**src/rtl/ss_timer_pkg.sv**
```systemverilog
package ss_timer_pkg;

  localparam int OFF_W = 7;

  typedef struct packed {
    logic load;
    logic step;
    logic wrap;
    logic clear;
  } seqStrobes_t;

  function automatic logic [OFF_W-1:0] devLimit(input logic [2:0] code);
    case (code)
      3'd1:    devLimit = 7'd16;
      3'd2:    devLimit = 7'd32;
      3'd3:    devLimit = 7'd64;
      3'd4:    devLimit = 7'd78;
      default: devLimit = 7'd0;
    endcase
  endfunction

endpackage

```
**src/rtl/ssLfsr.sv**
```systemverilog
module ssLfsr #(
  parameter int          WIDTH = 16,
  parameter logic [15:0] TAPS  = 16'hB400,
  parameter logic [15:0] SEED  = 16'hACE1
) (
  input  logic             clk,
  input  logic             rstN,
  input  logic             advance,
  output logic [WIDTH-1:0] state
);

  logic [WIDTH-1:0] nextState;

  always_comb begin
    nextState = state >> 1;
    if (state[0]) nextState = nextState ^ TAPS[WIDTH-1:0];
  end

  always_ff @(posedge clk) begin
    if (!rstN)        state <= SEED[WIDTH-1:0];
    else if (advance) state <= nextState;
  end

  // a maximal-length sequence never visits the all-zero state
  a_r6_lfsr_nonzero: assert property (@(posedge clk) disable iff (!rstN)
    state != '0);

endmodule

```
**src/rtl/ssDatapath.sv**
```systemverilog
module ssDatapath
  import ss_timer_pkg::*;
#(
  parameter int BASE_W = 8,
  parameter int LFSR_W = 16
) (
  input  logic              clk,
  input  logic              rstN,
  input  seqStrobes_t       strb,
  input  logic [BASE_W-1:0] baseVal,
  input  logic [2:0]        devCode,
  output logic              lastTick
);

  localparam int CNT_W = BASE_W + 1;
  localparam logic [CNT_W-1:0] TARGET_RST = CNT_W'(40);

  logic [LFSR_W-1:0] rnd;
  logic [OFF_W-1:0]  rawOff;
  logic [OFF_W-1:0]  limOff;
  logic [OFF_W-1:0]  offset;
  logic [BASE_W-1:0] baseEff;
  logic [CNT_W-1:0]  nextTarget;
  logic [CNT_W-1:0]  count;
  logic [CNT_W-1:0]  target;

  ssLfsr #(.WIDTH(LFSR_W)) i_rnd (
    .clk     (clk),
    .rstN    (rstN),
    .advance (strb.load | strb.wrap),
    .state   (rnd)
  );

  // fold the random bits into 0..limit with one compare and one subtract
  always_comb begin
    limOff = devLimit(devCode);
    case (devCode)
      3'd1:      rawOff = OFF_W'(rnd[4:0]);
      3'd2:      rawOff = OFF_W'(rnd[5:0]);
      3'd3, 3'd4: rawOff = rnd[OFF_W-1:0];
      default:   rawOff = '0;
    endcase
    offset = (rawOff > limOff) ? rawOff - (limOff + OFF_W'(1)) : rawOff;
  end

  assign baseEff    = (baseVal == '0) ? BASE_W'(1) : baseVal;
  assign nextTarget = CNT_W'(baseEff) + CNT_W'(offset);
  assign lastTick   = (count == target - CNT_W'(1));

  always_ff @(posedge clk) begin
    if (!rstN) begin
      count  <= '0;
      target <= TARGET_RST;
    end else if (strb.clear) begin
      count  <= '0;
    end else if (strb.load || strb.wrap) begin
      count  <= '0;
      target <= nextTarget;
    end else if (strb.step) begin
      count  <= count + CNT_W'(1);
    end
  end

  // the counter never runs past the end of its period
  a_r2_count_below_target: assert property (@(posedge clk) disable iff (!rstN)
    count < target);

  // the drawn offset stays within the active code's limit
  a_r4_offset_bound: assert property (@(posedge clk) disable iff (!rstN)
    offset <= devLimit(devCode));

  // reserved and zero codes draw no extra ticks
  a_r5_no_spread_codes: assert property (@(posedge clk) disable iff (!rstN)
    (devCode == 3'd0 || devCode > 3'd4) |-> offset == '0);

  // a new period is never shorter than the effective base
  a_r3_target_floor: assert property (@(posedge clk) disable iff (!rstN)
    (strb.load || strb.wrap) |=> target >= CNT_W'($past(baseEff)));

endmodule

```
**src/rtl/ssCtrl.sv**
```systemverilog
module ssCtrl
  import ss_timer_pkg::*;
#(
  parameter int               BASE_W   = 8,
  parameter logic [BASE_W-1:0] BASE_RST = 8'h28
) (
  input  logic              clk,
  input  logic              rstN,
  input  logic              tick,
  input  logic              enable,
  input  logic              start,
  input  logic              cfgWrite,
  input  logic              cfgSel,
  input  logic [7:0]        cfgData,
  input  logic              lastTick,
  output seqStrobes_t       strb,
  output logic [BASE_W-1:0] baseReg,
  output logic [2:0]        devReg,
  output logic              bitPulse
);

  logic running;
  logic startOk;

  assign startOk = start && enable;

  always_comb begin
    strb = '0;
    if (cfgWrite)                       strb.clear = 1'b1;
    else if (startOk)                   strb.load  = 1'b1;
    else if (running && enable && tick) begin
      if (lastTick) strb.wrap = 1'b1;
      else          strb.step = 1'b1;
    end
  end

  always_ff @(posedge clk) begin
    if (!rstN) begin
      baseReg  <= BASE_RST;
      devReg   <= 3'd0;
      running  <= 1'b0;
      bitPulse <= 1'b0;
    end else begin
      bitPulse <= strb.wrap;
      if (cfgWrite) begin
        running <= 1'b0;
        if (cfgSel) devReg  <= cfgData[2:0];
        else        baseReg <= BASE_W'(cfgData);
      end else if (startOk) begin
        running <= 1'b1;
      end else if (!enable) begin
        running <= 1'b0;
      end
    end
  end

  // dropping enable silences the output on the next cycle
  a_r8_disable_silences: assert property (@(posedge clk) disable iff (!rstN)
    !enable |=> !bitPulse);

  // a register write stops the run
  a_r9_write_aborts: assert property (@(posedge clk) disable iff (!rstN)
    cfgWrite |=> (!running && !bitPulse));

  // a write beside a start leaves the run stopped
  a_r10_write_beats_start: assert property (@(posedge clk) disable iff (!rstN)
    (cfgWrite && start) |=> !running);

  // a boundary pulse only comes out of an active run
  a_r7_pulse_needs_run: assert property (@(posedge clk) disable iff (!rstN)
    bitPulse |-> $past(running));

  // an accepted start leaves the run active
  a_r7_start_runs: assert property (@(posedge clk) disable iff (!rstN)
    (startOk && !cfgWrite) |=> running);

endmodule

```
**src/rtl/ssBitTimer.sv**
```systemverilog
module ssBitTimer
  import ss_timer_pkg::*;
#(
  parameter int BASE_W = 8,
  parameter int LFSR_W = 16
) (
  input  logic       clk,
  input  logic       rstN,
  input  logic       tick,
  input  logic       enable,
  input  logic       start,
  input  logic       cfgWrite,
  input  logic       cfgSel,
  input  logic [7:0] cfgData,
  output logic       bitPulse
);

  seqStrobes_t       strb;
  logic [BASE_W-1:0] baseReg;
  logic [2:0]        devReg;
  logic              lastTick;

  ssCtrl #(.BASE_W(BASE_W)) i_ctrl (
    .clk      (clk),
    .rstN     (rstN),
    .tick     (tick),
    .enable   (enable),
    .start    (start),
    .cfgWrite (cfgWrite),
    .cfgSel   (cfgSel),
    .cfgData  (cfgData),
    .lastTick (lastTick),
    .strb     (strb),
    .baseReg  (baseReg),
    .devReg   (devReg),
    .bitPulse (bitPulse)
  );

  ssDatapath #(.BASE_W(BASE_W), .LFSR_W(LFSR_W)) i_dp (
    .clk      (clk),
    .rstN     (rstN),
    .strb     (strb),
    .baseVal  (baseReg),
    .devCode  (devReg),
    .lastTick (lastTick)
  );

endmodule

```
**config.mk**
```make
export PLATFORM = sky130hd
export DESIGN_NAME = ssBitTimer
export DESIGN_NICKNAME = d
export VERILOG_FILES = /design/src/rtl/ss_timer_pkg.sv /design/src/rtl/ssLfsr.sv /design/src/rtl/ssDatapath.sv /design/src/rtl/ssCtrl.sv /design/src/rtl/ssBitTimer.sv
export SDC_FILE = /design/constraint.sdc
export NUM_CORES = 1
export LEC_CHECK = 0
export ABC_AREA = 1
export BUFFER_PORTS_ARGS = -buffer_cell sky130_fd_sc_hd__buf_2
export CAP_MARGIN = 40
export CORE_MARGIN = 8
export CORE_UTILIZATION = 61
export CTS_BUF_LIST = sky130_fd_sc_hd__clkbuf_16
export CTS_CLUSTER_SIZE = 30
export DETAILED_ROUTE_END_ITERATION = 6
export PLACE_DENSITY = 0.79
export SYNTH_ARGS = -nofsm -noshare
export SYNTH_HDL_FRONTEND = slang
export SYNTH_SLANG_ARGS = --single-unit
```
**constraint.sdc**
```tcl
create_clock -name clk -period 3.8 [get_ports clk]
set_input_delay 0.57 -clock clk [delete_from_list [all_inputs] [get_ports clk]]
set_output_delay 0.57 -clock clk [all_outputs]
set_load 0.01 [all_outputs]
```
Yosys cells after proc, flatten, opt, wreduce, memory -nomap -nowiden. Cells that the tools add are included.

Order comparisons: 1. Reduce and logical (&&, ||, !) cells: 11. Add/subtract/negate cells: 5. Multiplexer cells: 14. Shifts and indexed selects: 0. Equal/unequal tests: 6. Multiply operators: 0. Bitwise gates (word level): 5. Divide/modulo/power cells: 0.

Operators by type and width (number): 7-bit case mux with 4 select lines (1); 7-bit case mux with 3 select lines (1); 16-bit two-way mux (1); 8-bit by 7-bit adder with 9-bit output (1); 9-bit by 1-bit adder with 9-bit output, second input constant (1); 9-bit == test (1); 9-bit by 1-bit subtractor with 9-bit output, second input constant (1); 8-bit logical NOT (1); 8-bit two-way mux (1); 7-bit by 1-bit adder with 7-bit output, second input constant (1); 7-bit > comparator (1); 7-bit two-way mux (1); 7-bit subtractor (1); 3-bit by 2-bit == test with 1-bit output, second input constant (2); 1-bit two-way mux (6); 2-bit AND reduction (3); 2-bit two-way mux (2); 3-bit NOT with 4-bit output (1); 2-bit OR reduction (2); 3-bit by 1-bit == test with 1-bit output, second input constant (1); 3-bit == test, second input constant (1); 1-bit logical AND (3); 3-bit two-way mux (1); 1-bit NOT (3); other kinds (4) (4).

Output and inout bits: 1. Input port bits: 15. Bits in latches: 0. Logic and storage cells: 49. RAM bits: 0. Flip-flop bits (word level): 47. Memories kept: 0. ROM bits: 0.

Depth between registers and ports, before layout.
Word-level depth: 8. Gate-level depth with buffers: 28.

Modules after synthesis. From an unflattened synthesis, not the netlist that was laid out.

Cells, all modules: 475. Area total of the unflattened synthesis: 3093.0 um2.

By module, submodules not included: ssDatapath (sequential area each 360.3 um2, area an instance 1835.5 um2, instances 1, cells each 303); ssLfsr (sequential area each 320.3 um2, area an instance 716.9 um2, instances 1, cells each 93); ssCtrl (sequential area each 260.2 um2, area an instance 540.5 um2, instances 1, cells each 79).

Worst setup path before layout. OpenSTA, ideal clock, no wires.

Kind: reg-to-reg. Start: reg i_ctrl.devReg[0]. End: reg i_dp.target[8]. Path buffers: 1. Stages on the path, launching flop included: 25. Slack: 0.330 ns. Arrival time: 3.355 ns. Cells stage by stage: dfxtp_1 > inv_1 > o21ai_0 > nand2_1 > nand3_1 > inv_1 > nor2_1 > ha_1 > a21oi_1 > o21ai_0 > nand2_1 > nand2_1 > o21ai_0 > nor2_1 > inv_1 > clkbuf_1 > o21ai_0 > fa_1 > nand3_1 > nand3_1 > nand3_1 > a21oi_1 > o21a_1 > a21oi_1 > nor2_1.

Cells in the longest elaborated chain, start to end: 6. Elaborated cells between the ends (all ways): 12. Classes of those cells: add/sub: 3; order compare: 1; eq/ne: 4; mux: 3; reduce/logical: 1.

RTL lines: from (decl) (line ssCtrl.sv:18) `output logic [2:0] devReg,`; from (signal assigned) (line ssCtrl.sv:47) `if (cfgSel) devReg <= cfgData[2:0];`; 3-bit == test (tied with other cells) (line ss_timer_pkg.sv:13, ssDatapath.sv:37); 7-bit case mux with 4 select lines / 2-bit OR reduction (equally long branches) (line ss_timer_pkg.sv:13, ssDatapath.sv:37); 7-bit by 1-bit adder with 7-bit output / 7-bit case mux with 3 select lines (equally long branches) (line ssDatapath.sv:43, ssDatapath.sv:37); 7-bit subtractor / 7-bit > comparator (equally long branches) (line ssDatapath.sv:43) `offset = (rawOff > limOff) ? rawOff - (limOff + OFF_W'(1)) : rawOff;`; 7-bit two-way mux * (line ssDatapath.sv:43); 8-bit by 7-bit adder with 9-bit output * (line ssDatapath.sv:47) `assign nextTarget = CNT_W'(baseEff) + CNT_W'(offset);`; to (signal assigned) (line ssDatapath.sv:58) `target <= nextTarget;`; to (decl) (line ssDatapath.sv:25) `logic [CNT_W-1:0] target;`.

Every way passes the cells marked *; elsewhere a longest branch is shown, timed or not. A chain may end at the register's enable or synchronous reset.

Worst setup path after layout.
Start: reg i_ctrl.devReg[1]. End: reg i_dp.target[8].

Same word-level chain as after synthesis.

==> flow_summary.toml <==
[timing]
tns_ns = 0
tightest_slew_ns = 0.627
hold_violations = 0
slew_violations = 0
skew_ns = 0.00770
period_share = 0.988
max_slew_margin = 0.582
setup-violations-final = 0
fmax_ghz = 0.266
finalCriticalPeriod_ns = 3.75

[placed_design]
hpwl_um = 4930
place.port_buffers = 15
place.gp.congestion = 0.915
place_inst = 533

[worst_setup_path]
reg2reg_from = "i_ctrl.devReg[1]"
cp.arrival_ns = 3.94
endpoint = "i_dp.target[8]"
path_depth = 24
cp-startpoint = "i_ctrl.devReg[1]"
cp-end-kind = "flop"
critPathMaxFanout = 4
rr_worst_depth = 24
r2r_slack_ns = 0.05
slowest_delay_ns = 0.37
cp.buffers_inverters = 3
cp_top_family = "simple AND/OR/NAND/NOR gates"
cp_cell_sequence = "inv_1 > o21ai_2 > nand2_2 > nand3_2 > inv_4 > nor2_2 > ha_1 > nand2_1 > o21ai_0 > nand2_1 > nand2_1 > o21ai_0 > nor2_2 > buf_4 > xnor2_1 > ha_1 > fa_2 > nand3_1 > nand3_2 > nand3_2 > a21oi_1 > o21a_1 > a21oi_1 > nor2_1"
critPathLaunchType = "flop"
critPathSlowestCell = "dfxtp_2"
cp_data_required_time_ns = 3.98
rr_endpoint = "i_dp.target[8]"
path_class = "reg2reg"

[floorplan]
pin_count = 16
dieArea_sq_um = 7650
dieWidth_um = 87.5
start_util = 0.622
fp.coreArea_sq_um = 5010
fp-row-count = 26
die_h_um = 87.5

[power]
peakVddDrop_mv = 0.300
finalPower_w = 0.00157
power.density_nw_per_um2 = 446
leakagePower_nw = 1.66

[global_route]
gr-usage-met3 = 0.0349
top_usage_layer = "met2"
grt_pass1_wl_um = 11700
met1_usage = 0.248
grt_pass1_vias = 2603
grt_max_degree = 38
grt_antenna_before_repair = 0
grt_remaining_overflow = 0
grtUsageMet2 = 0.308
track_usage = 0.190

[finish]
area_delta_synth_final_pct = 12.7
fill_cells = 445
seqCellArea_sq_um = 943
multi_input_area_sq_um = 1970
drive_above_1_share = 0.149
num-nets-final = 509
antenna_cells = 0
mostFrequentLayoutCells = "114 x nand2_1, 52 x nand3_1, 49 x nor2_1"
layout_commonest_cell = "nand2_1"
instances_no_fill = 547
utilization = 0.701

[routing]
initialDrtViolationCount = 199
routed_via_density = 5.51
num_vias = 3012
route.detailed.drc = 0
ant_nets = 0
routed_wl_um = 7270
drt_first_pass_iters = 5
wl_per_cell_um = 13.3

[yosys]
syn-num-nets = 499
avgSynthCellArea_sq_um = 6.69
synth.cell_area_sq_um = 3120
ys_seq_area_frac = 0.302
ys_ff_latch = 47
syn_inst = 466
post_synth_num_cell_types = 29
synth-warning-count = 0

[clocking]
clock_latency_ns = 0.29
cts_tree = "yes"
clock-sinks = 47
root_buffer = "clkbuf_16"
numCtsBuffers = 5
cts_max_level = 2
clk_pin_slew_ns = 0.07
clockBufferDepth = 2

[job]
cap_viol_max_count = 0

[min_path]
hp-class = "reg2reg"

[run_status]
status = "finished clean"
==> routing by layer <==
layer	routed length [um]	share of wire
met1	3320	0.46
met2	3420	0.47
met3	367	0.050
met4	167	0.023
met5	0	0
==> power breakdown <==
group | leakage (nW) | switching [W] | internal, W | total, W
clock network | 0.0959 | 0.000197 | 0.000382 | 0.000579
logic | 1.17 | 0.000278 | 0.000170 | 0.000448
registers | 0.385 | 0.0000228 | 0.000516 | 0.000539
==> registers in the layout, summed over array words and instances, names as in the netlist <==
register,cells
i_ctrl.running,1
i_ctrl.baseReg,8
i_ctrl.devReg,3
i_dp.count,9
i_ctrl.bitPulse,1
i_dp.target,9
i_dp.i_rnd.state,16
==> cells in the mapped netlist, drive strengths merged <==
library cell | number | area, sq um
o21a | 1 | 7.51
a21oi | 34 | 170
xor2 | 17 | 149
clkbuf | 12 | 45.0
nor2 | 56 | 223
nand2 | 118 | 455
nand3 | 65 | 370
dfxtp | 47 | 941
nor3 | 3 | 15.0
o21ai | 22 | 110
nand3b | 4 | 30.0
nor4 | 2 | 12.5
xnor2 | 5 | 43.8
nand4 | 4 | 40.0
buf | 9 | 63.8
inv | 45 | 169
ha | 16 | 200
fa | 2 | 40.0
a21o | 1 | 7.51
a21boi | 2 | 15.0
a211oi | 1 | 7.51
==> stage by stage <==
stage | area, sq um | hold slack [ns] | worst slack, ns
2_1_floorplan | 3120 | 0.420 | 0.330
4_1_cts | 3400 | 0.466 | 0.0195
3_3_place_gp | 3190 | 0.433 | 0.182
3_5_place_dp | 3190 | 0.448 | -0.0378
6_report | 3510 | 0.462 | 0.0457
5_1_grt | 3510 | 0.495 | -0.177
==> repair_timing <==
item                                   in CTS  in global routing
resized for setup                           2                 26
hold buffers                                0                  0
pin swaps                                   1                  5
setup buffers                               1                  4
setup endpoints to repair                   4                  7
endpoints found under the hold margin       0                  0
gates cloned                                0                  1
==> final cells by class <==
type,count,share of cell area
multi-input combinational,353,0.561
clock inverter,3,0.0203
timing repair buffer,23,0.0385
inverter,45,0.0488
clock buffer,5,0.0356
timing repair inverter,1,0.00214
sequential,47,0.269
tap,70,0.0249
==> kinds of logic (layout without fill, tap and decap cells) <==
| group | after synthesis | in the layout | share of synthesized area |
|---|---|---|---|
| fa+ha+maj | 18 | 18 | 0.0771 |
| buf+inv | 66 | 77 | 0.0892 |
| compound gates | 61 | 61 | 0.102 |
| simple gates | 252 | 252 | 0.368 |
| xor+xnor | 22 | 22 | 0.0618 |
| flops | 47 | 47 | 0.302 |
==> worst min path at each step <==
stage,startpoint,endpoint,slack [ns],depth (start not counted)
floorplan,i_dp.i_rnd.state[8],i_dp.i_rnd.state[7],0.42,2
global placement,i_dp.i_rnd.state[8],i_dp.i_rnd.state[7],0.43,2
detailed placement,i_dp.i_rnd.state[7],i_dp.i_rnd.state[6],0.45,2
CTS,i_dp.count[7],i_dp.count[7],0.47,2
global route,i_dp.i_rnd.state[12],i_dp.i_rnd.state[11],0.50,2
finish,i_dp.count[7],i_dp.count[7],0.46,2
==> worst reg2reg max path, delay by kind of cell (launching register included) <==
family          cells  cell delay [ns]
fa+ha+maj           3             0.82
simple gates       11             1.22
xor+xnor            1             0.08
buf+inv             3             0.33
compound gates      6             0.82
flops               1             0.37
(Power assumes the default switching activity.)
